## src/rtl/sc_mod6_pkg.sv

```systemverilog
package sc_mod6_pkg;

    localparam int unsigned CNT_BITS = 3;
    localparam int unsigned BIT_A    = 2;
    localparam int unsigned BIT_B    = 1;
    localparam int unsigned BIT_C    = 0;

    typedef logic [CNT_BITS-1:0] cnt_t;

    typedef enum logic [CNT_BITS-1:0] {
        S000 = 3'b000,
        S001 = 3'b001,
        S010 = 3'b010,
        U011 = 3'b011,
        S100 = 3'b100,
        S101 = 3'b101,
        S110 = 3'b110,
        U111 = 3'b111
    } cnt_state_e;

    localparam cnt_t RESET_CODE = cnt_t'(S000);

endpackage

```

## src/rtl/sc_jk_flop.sv

```systemverilog
module sc_jk_flop #(
    parameter logic RST_VAL = 1'b0
) (
    input  logic clk_i,
    input  logic rst_i,
    input  logic en_i,
    input  logic j_i,
    input  logic k_i,
    output logic q_o
);

    logic q_r;

    // JK rule: set on J, keep unless K, so J=K=1 toggles
    always_ff @(posedge clk_i) begin
        if (rst_i) begin
            q_r <= RST_VAL;
        end else if (en_i) begin
            q_r <= (j_i & ~q_r) | (~k_i & q_r);
        end
    end

    assign q_o = q_r;

endmodule

```

## src/rtl/sc_mod6_jk_drive.sv

```systemverilog
module sc_mod6_jk_drive
    import sc_mod6_pkg::*;
(
    input  cnt_t state_i,
    output cnt_t j_o,
    output cnt_t k_o
);

    logic b_now;
    logic c_now;

    assign b_now = state_i[BIT_B];
    assign c_now = state_i[BIT_C];

    always_comb begin
        // A: toggle when B is set
        j_o[BIT_A] = b_now;
        k_o[BIT_A] = b_now;
        // B: set from C, always clear when held
        j_o[BIT_B] = c_now;
        k_o[BIT_B] = 1'b1;
        // C: set from complement of B, always clear when held
        j_o[BIT_C] = ~b_now;
        k_o[BIT_C] = 1'b1;
    end

endmodule

```

## src/rtl/sc_mod6_decode.sv

```systemverilog
module sc_mod6_decode
    import sc_mod6_pkg::*;
(
    input  cnt_t state_i,
    output logic valid_o
);

    cnt_state_e st;

    assign st = cnt_state_e'(state_i);

    always_comb begin
        unique case (st)
            S000, S001, S010,
            S100, S101, S110: valid_o = 1'b1;
            U011, U111:       valid_o = 1'b0;
            default:          valid_o = 1'b0;
        endcase
    end

endmodule

```

## src/rtl/sc_mod6_counter.sv

```systemverilog
module sc_mod6_counter
    import sc_mod6_pkg::*;
(
    input  logic                clk_i,
    input  logic                rst_i,
    input  logic                en_i,
    output logic [CNT_BITS-1:0] state_o,
    output logic                valid_o
);

    cnt_t state_q;
    cnt_t jk_j;
    cnt_t jk_k;

    sc_mod6_jk_drive u_drive (
        .state_i (state_q),
        .j_o     (jk_j),
        .k_o     (jk_k)
    );

    for (genvar gi = 0; gi < CNT_BITS; gi++) begin : g_bit
        sc_jk_flop #(
            .RST_VAL (RESET_CODE[gi])
        ) u_jk (
            .clk_i (clk_i),
            .rst_i (rst_i),
            .en_i  (en_i),
            .j_i   (jk_j[gi]),
            .k_i   (jk_k[gi]),
            .q_o   (state_q[gi])
        );
    end

    sc_mod6_decode u_dec (
        .state_i (state_q),
        .valid_o (valid_o)
    );

    assign state_o = state_q;

endmodule

```

## config.mk

```make
export PLATFORM = sky130hd
export DESIGN_NAME = sc_mod6_counter
export DESIGN_NICKNAME = d
export VERILOG_FILES = /design/src/rtl/sc_mod6_pkg.sv /design/src/rtl/sc_jk_flop.sv /design/src/rtl/sc_mod6_jk_drive.sv /design/src/rtl/sc_mod6_decode.sv /design/src/rtl/sc_mod6_counter.sv
export SDC_FILE = /design/constraint.sdc
export NUM_CORES = 1
export LEC_CHECK = 0
export BUFFER_PORTS_ARGS = -buffer_cell sky130_fd_sc_hd__buf_2
export CAP_MARGIN = 20
export CORE_AREA = 2 2 39 41
export CTS_CLUSTER_DIAMETER = 150
export DETAILED_ROUTE_END_ITERATION = 10
export DIE_AREA = 0 0 41 43
export PLACE_DENSITY = 0.4
export SLEW_MARGIN = 20
export SYNTH_ARGS = -nofsm -noshare
export SYNTH_HDL_FRONTEND = slang
export SYNTH_SLANG_ARGS = --single-unit
```

## constraint.sdc

```tcl
create_clock -name clk_i -period 1.7 [get_ports clk_i]
set_input_delay 0.34 -clock clk_i [delete_from_list [all_inputs] [get_ports clk_i]]
set_output_delay 0.34 -clock clk_i [all_outputs]
set_load 0.01 [all_outputs]
```

==> results.toml, run 1 <==
[clock_tree]
cts-resized-gates = 0
clk_path_buf_depth = 2
cts_hold_buf = 0
path_clk_slew_ps = 40
cts_tree = "done"
numCtsBuffers = 3
cts_root_buf = "clkbuf_4"
clkSinkCount = 4
post_cts_buffers = 0
worstSkewPairLatency_ps = 240
h-tree-depth = 1

[detailed_routing]
via_per_inst = 3.51
drt-total-wl_um = 317
postRouteAntennaNets = 0
drt-pass1-iter-count = 2
wl_per_cell_um = 8.13
routed.top_layer = "met3"
wl_met2_um = 91
wl_met1_um = 162
vias = 137
drt-initial-drc-count = 3
drcViolationCount = 0
wl_met3_um = 63

[cells_and_area]
final_cell_mix = "buf_2 (6), dfxtp_1 (4), clkbuf_4 (3)"
fin_nets = 28
area_growth_pct = 28.4
drive_gt1_frac = 0.478
final_common_cell = "buf_2"
antenna_cells = 0

[critical_path]
criticalPathCategory = "reg2out"
cpMaxStageDelayCell = "dfxtp_1"
cp_cell_sequence = "buf_2"
crit_fanout = 6
worstPathRequired_ps = 1360
crit_buf_inv = 1
cp_top_family = "flip-flops"
r2r_setup_slack_ps = 740
worstSetupEndpointType = "output pin"
arrival_ps = 790
start_kind = "flop"
critPathMaxStageDelay_ps = 390

[floorplan]
start_util = 0.127
die_width_um = 41
ioPinCount = 7
coreArea_um2 = 1380
fp.dieH_um = 43
rows = 14
die_area_um2 = 1760

[synth]
synth_top_area_share = 0.454
yosys_warnings = 0
synth_seq_area_share = 0.454
synth.avg_cell_area_um2 = 10.4
syn_inst = 17
ys_ff_latch = 4
synth_area_leaders = "dfxtp_1 (45%), buf_4 (13%), or3b_1 (9.9%), nand3b_1 (8.5%), nand2b_1 (7.1%)"
synth.cell_area_um2 = 176
synth.distinct_cells = 8
yosysTopAreaCell = "dfxtp_1"
syn_nets = 20

[global_routing]
grt_overflow = 0
grt_usage = 0.0531
grt_pass1_wl_um = 476
grt_pass1_vias = 118
antenna_found_initial = 0
grt_max_degree = 7

[sta]
worst_clock_skew_ps = 1.23
max_freq_ghz = 0.885
rsz0062_at_grt = "no"
finalSetupViolCount = 0
slew_violations = 0
fin_crit_ps = 1130
setup_tns_ps = 0
fin_crit_sh = 0.665
max_slew_margin = 0.889
hold_viol = 0
worst_slew_pin_slew_ps = 166
holdWs_ps = 302

[placement]
finalWeightedCongestion = 0.556
io_buffer_count = 6

[worst_hold_path]
hp-class = "in2reg"

[status]
status = "completed"

[flow_run]
max_cap_viol_count = 0

[power_and_ir_drop]
ir_drop_mv = 0.247
power.leakage_nw = 0.0907
powerDensity_nw_per_um2 = 1080
synthesized netlist by cell type:
master    n
dfxtp_1   4
buf_4     3
a21oi_2   1
a21bo_2   1
a21oi_1   2
nand2b_1  2
nand3b_1  2
or3b_1    2
sequential cells by signal, indices dropped and copies added, names as in the netlist:
register	count
g_bit.u_jk.q_o	3
u_dec.valid_o	1
metal layers:
layer / vias up / track usage
li1: 70 / -
met1: 57 / 0.0575
met2: 10 / 0.0344
met3: 0 / 0.0942
met4: 0 / 0.0400
met5: - / 0
power breakdown:
part           internal (mW)  total, mW  switching [mW]
combinational         0.0100     0.0191         0.00911
clock                 0.0793      0.123          0.0439
sequential            0.0981      0.102         0.00380
total                  0.187      0.244          0.0568
stage by stage:
stage / cells / total power [mW] / utilization / setup WS (ps) / cell area, µm²
2_1_floorplan: 17 / 0.118 / - / 754 / 176
3_3_place_gp: 36 / 0.123 / 0.147 / 595 / 204
3_5_place_dp: 36 / 0.123 / 0.147 / 595 / 204
4_1_cts: 39 / 0.249 / 0.164 / 566 / 226
5_1_grt: 39 / 0.257 / 0.164 / 520 / 226
6_report: 39 / 0.244 / 0.164 / 570 / 226
cell families after synthesis:
family | Yosys count | share of synthesized area
DFF | 4 | 0.454
AOI/OAI and AO/OA | 4 | 0.163
buffers and inverters | 3 | 0.128
and+or+nand+nor | 6 | 0.255
final timing paths:
check / from / endpoint / depth (start not counted)
worst min register to register: g_bit[0].u_jk.q_o / u_dec.valid_o / 1
worst min-delay path: rst_i / g_bit[0].u_jk.q_o / 2
worst max register to register: g_bit[1].u_jk.q_o / u_dec.valid_o / 2
worst max-delay path: g_bit[1].u_jk.q_o / state_o[1] / 1
final cells by class:
class	instances	area, µm²
repair buffers	6	30.0
well taps	16	20.0
multi-input cells	10	73.8
flip-flops and latches	4	80.1
fillers	156	1160
clock buffers	3	22.5
Note: power is estimated with default switching activity, not from simulation.
==> run 2, diff against run 1 <==
- ABC_AREA: not set -> 1
- clock period: 1.7 -> 1.2 ns (I/O delays scaled with it)
==> run 2 against run 1 <==
Worst hold slack got worse by 58 ps; largest power group unchanged; clock power up 37%; critical path type unchanged; setup slack worse by 390 ps; first-iteration DRC count did not move; die area unchanged.
==> results.toml, run 2 <==
[status]
status = "completed"

[clock_tree]
cts_tree = "done"
post_cts_buffers = 0
worstSkewPairLatency_ps = 240
h-tree-depth = 1
cts_root_buf = "clkbuf_4"
clk_path_buf_depth = 2
clkSinkCount = 4
cts_hold_buf = 0
path_clk_slew_ps = 40
cts-resized-gates = 0
numCtsBuffers = 3

[floorplan]
ioPinCount = 7
die_width_um = 41
rows = 14
coreArea_um2 = 1380
die_area_um2 = 1760
fp.dieH_um = 43
start_util = 0.124

[power_and_ir_drop]
power_frac_seq = 0.423
intPower_mw = 0.267
total_power_mw = 0.350
p_comb_frac = 0.096
ir_drop_mv = 0.209
netSwitchingPower_mw = 0.0825
switching_share = 0.236
pwr-share-clk = 0.481
powerDensity_nw_per_um2 = 1580
power.leakage_nw = 0.109

[sta]
setup_tns_ps = 0
fin_ws_ps = 178
finalSetupViolCount = 0
rsz0062_at_grt = "no"
max_slew_margin = 0.890
fin_crit_ps = 1020
hold_viol = 0
max_freq_ghz = 0.979
worst_slew_pin_slew_ps = 165
worst_clock_skew_ps = 3.50
fin_crit_sh = 0.852
slew_violations = 0

[synth]
yosysTopAreaCell = "dfxtp_1"
synth_commonest_cells = "nand2_1 (6), dfxtp_1 (4), buf_4 (3)"
synth_area_leaders = "dfxtp_1 (47%), buf_4 (13%), nand2_1 (13%), a21oi_1 (5.8%), inv_1 (4.4%)"
synth_edf_count = 0
yosys_warnings = 0
synth-async-reset-ratio = 0
ys_ff_latch = 4
syn_nets = 26
ys.flop_type = "dfxtp_1"
synth_seq_area_share = 0.467
syn_inst = 23
synth_most_common_cell = "nand2_1"
synth.distinct_cells = 10
synth_top_area_share = 0.467
synth.avg_cell_area_um2 = 7.45
synth.cell_area_um2 = 171

[cells_and_area]
final_cells = 45
postLayoutCellArea_um2 = 221
largest_register_ffs = 3
area_growth_pct = 29.2
antenna_cells = 0
final_cell_mix = "nand2_1 (6), buf_2 (6), dfxtp_1 (4)"
drive_gt1_frac = 0.379
fin_nets = 34

[critical_path]
worstPathRequired_ps = 960
cpMaxStageDelayCell = "dfxtp_1"
crit_cells = 1
cp-startpoint = "g_bit[1].u_jk.q_o"
worstSetupEndpointType = "output pin"
r2r_setup_slack_ps = 500
cp_top_family = "flip-flops"
criticalPathCategory = "reg2out"
arrival_ps = 780
crit_buf_inv = 1
worst-r2r-cell-count = 3
r2r-start = "g_bit[1].u_jk.q_o"
cp_cell_sequence = "buf_2"
crit_fanout = 6
crit_end = "state_o[1]"
r2r_end = "g_bit[1].u_jk.q_o"
critPathMaxStageDelay_ps = 390
start_kind = "flop"

[worst_hold_path]
hold_start = "rst_i"
hp-class = "in2reg"

[detailed_routing]
via_per_inst = 3.40
drt-pass1-iter-count = 4
drt-initial-drc-count = 3
postRouteAntennaNets = 0
drt-total-wl_um = 322
drcViolationCount = 0
wl_per_cell_um = 7.16
vias = 153

[global_routing]
antenna_found_initial = 0
grt_pass1_vias = 142
grt_usage = 0.0621
grt_overflow = 0
grt_pass1_wl_um = 572
grt_max_degree = 7

[flow_run]
max_cap_viol_count = 0

[placement]
placed_cells = 42
finalWeightedCongestion = 0.548
pre_cts_slack_ps = 420
io_buffer_count = 6
placed_area_um2 = 199
## run 2: cell families after synthesis
kind of cell | Yosys count | synth area share
and+or+nand+nor | 11 | 0.277
buffers and inverters | 6 | 0.197
DFF | 4 | 0.467
AOI/OAI and AO/OA | 2 | 0.0584
## run 2: area by class of cell
class / count / area (µm²)
fill: 174 / 1160
sequential: 4 / 80.1
multi-input combinational: 13 / 57.6
timing repair buffer: 6 / 30.0
clock buffer: 3 / 22.5
tap: 16 / 20.0
inverter: 3 / 11.3
## run 2: per-layer routing
layer,track usage,routed length [µm]
met4,0.0600,17
met5,0,0
met2,0.0625,134
met3,0.0942,38
met1,0.0479,132
## run 2: power by group through the flow
stage | sequential (mW) | clock (mW) | combinational, mW
after floorplan | 0.149 | 0 | 0.0289
after global placement | 0.151 | 0 | 0.0344
after detailed placement | 0.150 | 0 | 0.0348
after CTS | 0.148 | 0.181 | 0.0348
after global routing | 0.149 | 0.194 | 0.0391
final | 0.148 | 0.168 | 0.0337
## run 2: worst min-delay path by stage
stage,end,slack (ps),cells after the start
2_1_floorplan,u_dec.valid_o,330,2
3_3_place_gp,u_dec.valid_o,460,1
3_5_place_dp,u_dec.valid_o,450,1
4_1_cts,u_dec.valid_o,240,3
5_1_grt,u_dec.valid_o,270,3
6_report,u_dec.valid_o,240,3
## run 2: per-stage QoR
step                      hold slack, ps  utilization
after floorplan                      335            -
after global placement               456        0.144
after detailed placement             446        0.144
after CTS                            240        0.160
after global routing                 268        0.160
final                                244        0.160
==> run 3, diff against run 2 <==
- PLACE_DENSITY: 0.4 -> not set
- PLACE_DENSITY_LB_ADDON: not set -> 0.05
==> run 3 against run 2 <==
Cell area is the same; sequential share of layout area stayed put; clock power hardly changed; die area stayed put; sequential power about the same; global-route usage is 1.6 points lower; worst hold slack got worse by 2.2 ps; clock skew shrank 3.2 ps; largest power group unchanged.
==> results.toml, run 3 (synthesis results as in run 2) <==
[cells_and_area]
area_growth_pct = 29.2
fin_nets = 34
final_cell_mix = "nand2_1 (6), buf_2 (6), dfxtp_1 (4)"
drive_gt1_frac = 0.379
antenna_cells = 0
largest_register_ffs = 3

[global_routing]
grt_max_degree = 7
grt_pass1_vias = 119
grt_usage = 0.0461
use_met1 = 0.0383
grt_overflow = 0
met3_usage = 0.0314
antenna_found_initial = 0
grt_pass1_wl_um = 434
use_met2 = 0.0500
busiest_layer = "met4"

[critical_path]
cp_cell_sequence = "buf_2"
cp_top_family = "flip-flops"
crit_fanout = 6
critPathMaxStageDelay_ps = 400
crit_buf_inv = 1
start_kind = "flop"
arrival_ps = 800
worstPathRequired_ps = 960
criticalPathCategory = "reg2out"
worstSetupEndpointType = "output pin"
cpMaxStageDelayCell = "dfxtp_1"

[clock_tree]
cts-resized-gates = 0
numCtsBuffers = 3
h-tree-depth = 1
cts_hold_buf = 0
cts_root_buf = "clkbuf_4"
worstSkewPairLatency_ps = 240
clk_path_buf_depth = 2
path_clk_slew_ps = 40
cts_tree = "done"
post_cts_buffers = 0
clkSinkCount = 4

[detailed_routing]
drt-initial-drc-count = 0
vias = 151
drcViolationCount = 0
drt-total-wl_um = 306
via_per_inst = 3.36
drt-pass1-iter-count = 1
wl_per_cell_um = 6.80
postRouteAntennaNets = 0

[power_and_ir_drop]
ir_drop_mv = 0.258
power.leakage_nw = 0.109
powerDensity_nw_per_um2 = 1580

[placement]
io_buffer_count = 6
dpl.hpwl_um = 258
finalWeightedCongestion = 0.641

[status]
status = "completed"

[floorplan]
die_area_um2 = 1760
ioPinCount = 7
coreArea_um2 = 1380
rows = 14
fp.dieH_um = 43
die_width_um = 41
start_util = 0.124

[sta]
worst_slew_pin_slew_ps = 178
finalSetupViolCount = 0
max_freq_ghz = 0.965
fin_crit_sh = 0.864
fin_crit_ps = 1040
slew_violations = 0
worst_clock_skew_ps = 0.335
rsz0062_at_grt = "no"
setup_tns_ps = 0
max_slew_margin = 0.881
hold_viol = 0
holdWs_ps = 242

[flow_run]
max_cap_viol_count = 0

[worst_hold_path]
hp-class = "in2reg"
## run 3: path summary, 6_finish.rpt
| path | start | end | slack (ps) | depth (start not counted) |
|---|---|---|---|---|
| setup / recovery | g_bit[1].u_jk.q_o | state_o[1] | 160 | 1 |
| hold / removal | rst_i | u_dec.valid_o | 240 | 3 |
| setup reg to reg | g_bit[1].u_jk.q_o | g_bit[1].u_jk.q_o | 480 | 3 |
| hold reg to reg | g_bit[0].u_jk.q_o | u_dec.valid_o | 450 | 1 |
## run 3: report_power, final
group          switching (mW)  internal (mW)
clock network          0.0560          0.112
logic                  0.0188         0.0144
registers             0.00732          0.141
total                  0.0822          0.267
## run 3: metrics by stage
step           power (mW)  setup slack (ps)  cell area [µm²]  utilization  std cells
6_report            0.349               164              221        0.160         45
5_1_grt             0.375               116              221        0.160         45
4_1_cts             0.360               141              221        0.160         45
3_5_place_dp        0.185               403              199        0.144         42
3_3_place_gp        0.186               385              199        0.144         42
2_1_floorplan       0.178               455              171            -         23
## run 3: area by class of cell
type	count	area, µm²
sequential	4	80.1
clock buffer	3	22.5
timing repair buffer	6	30.0
tap	16	20.0
multi-input combinational	13	57.6
inverter	3	11.3
fill	163	1160
## run 3: per-layer routing
layer  vias to the layer above  routed length, µm
met5                         -                  0
met4                         0                 14
met2                         6                146
met1                        60                107
li1                         83                  -
met3                         2                 37
## run 3: tightest hold or removal path, delay by kind of cell
| family | cells | cell delay (ps) |
|---|---|---|
| buffers and inverters | 2 | 130 |
| AND/OR/NAND/NOR | 1 | 80 |
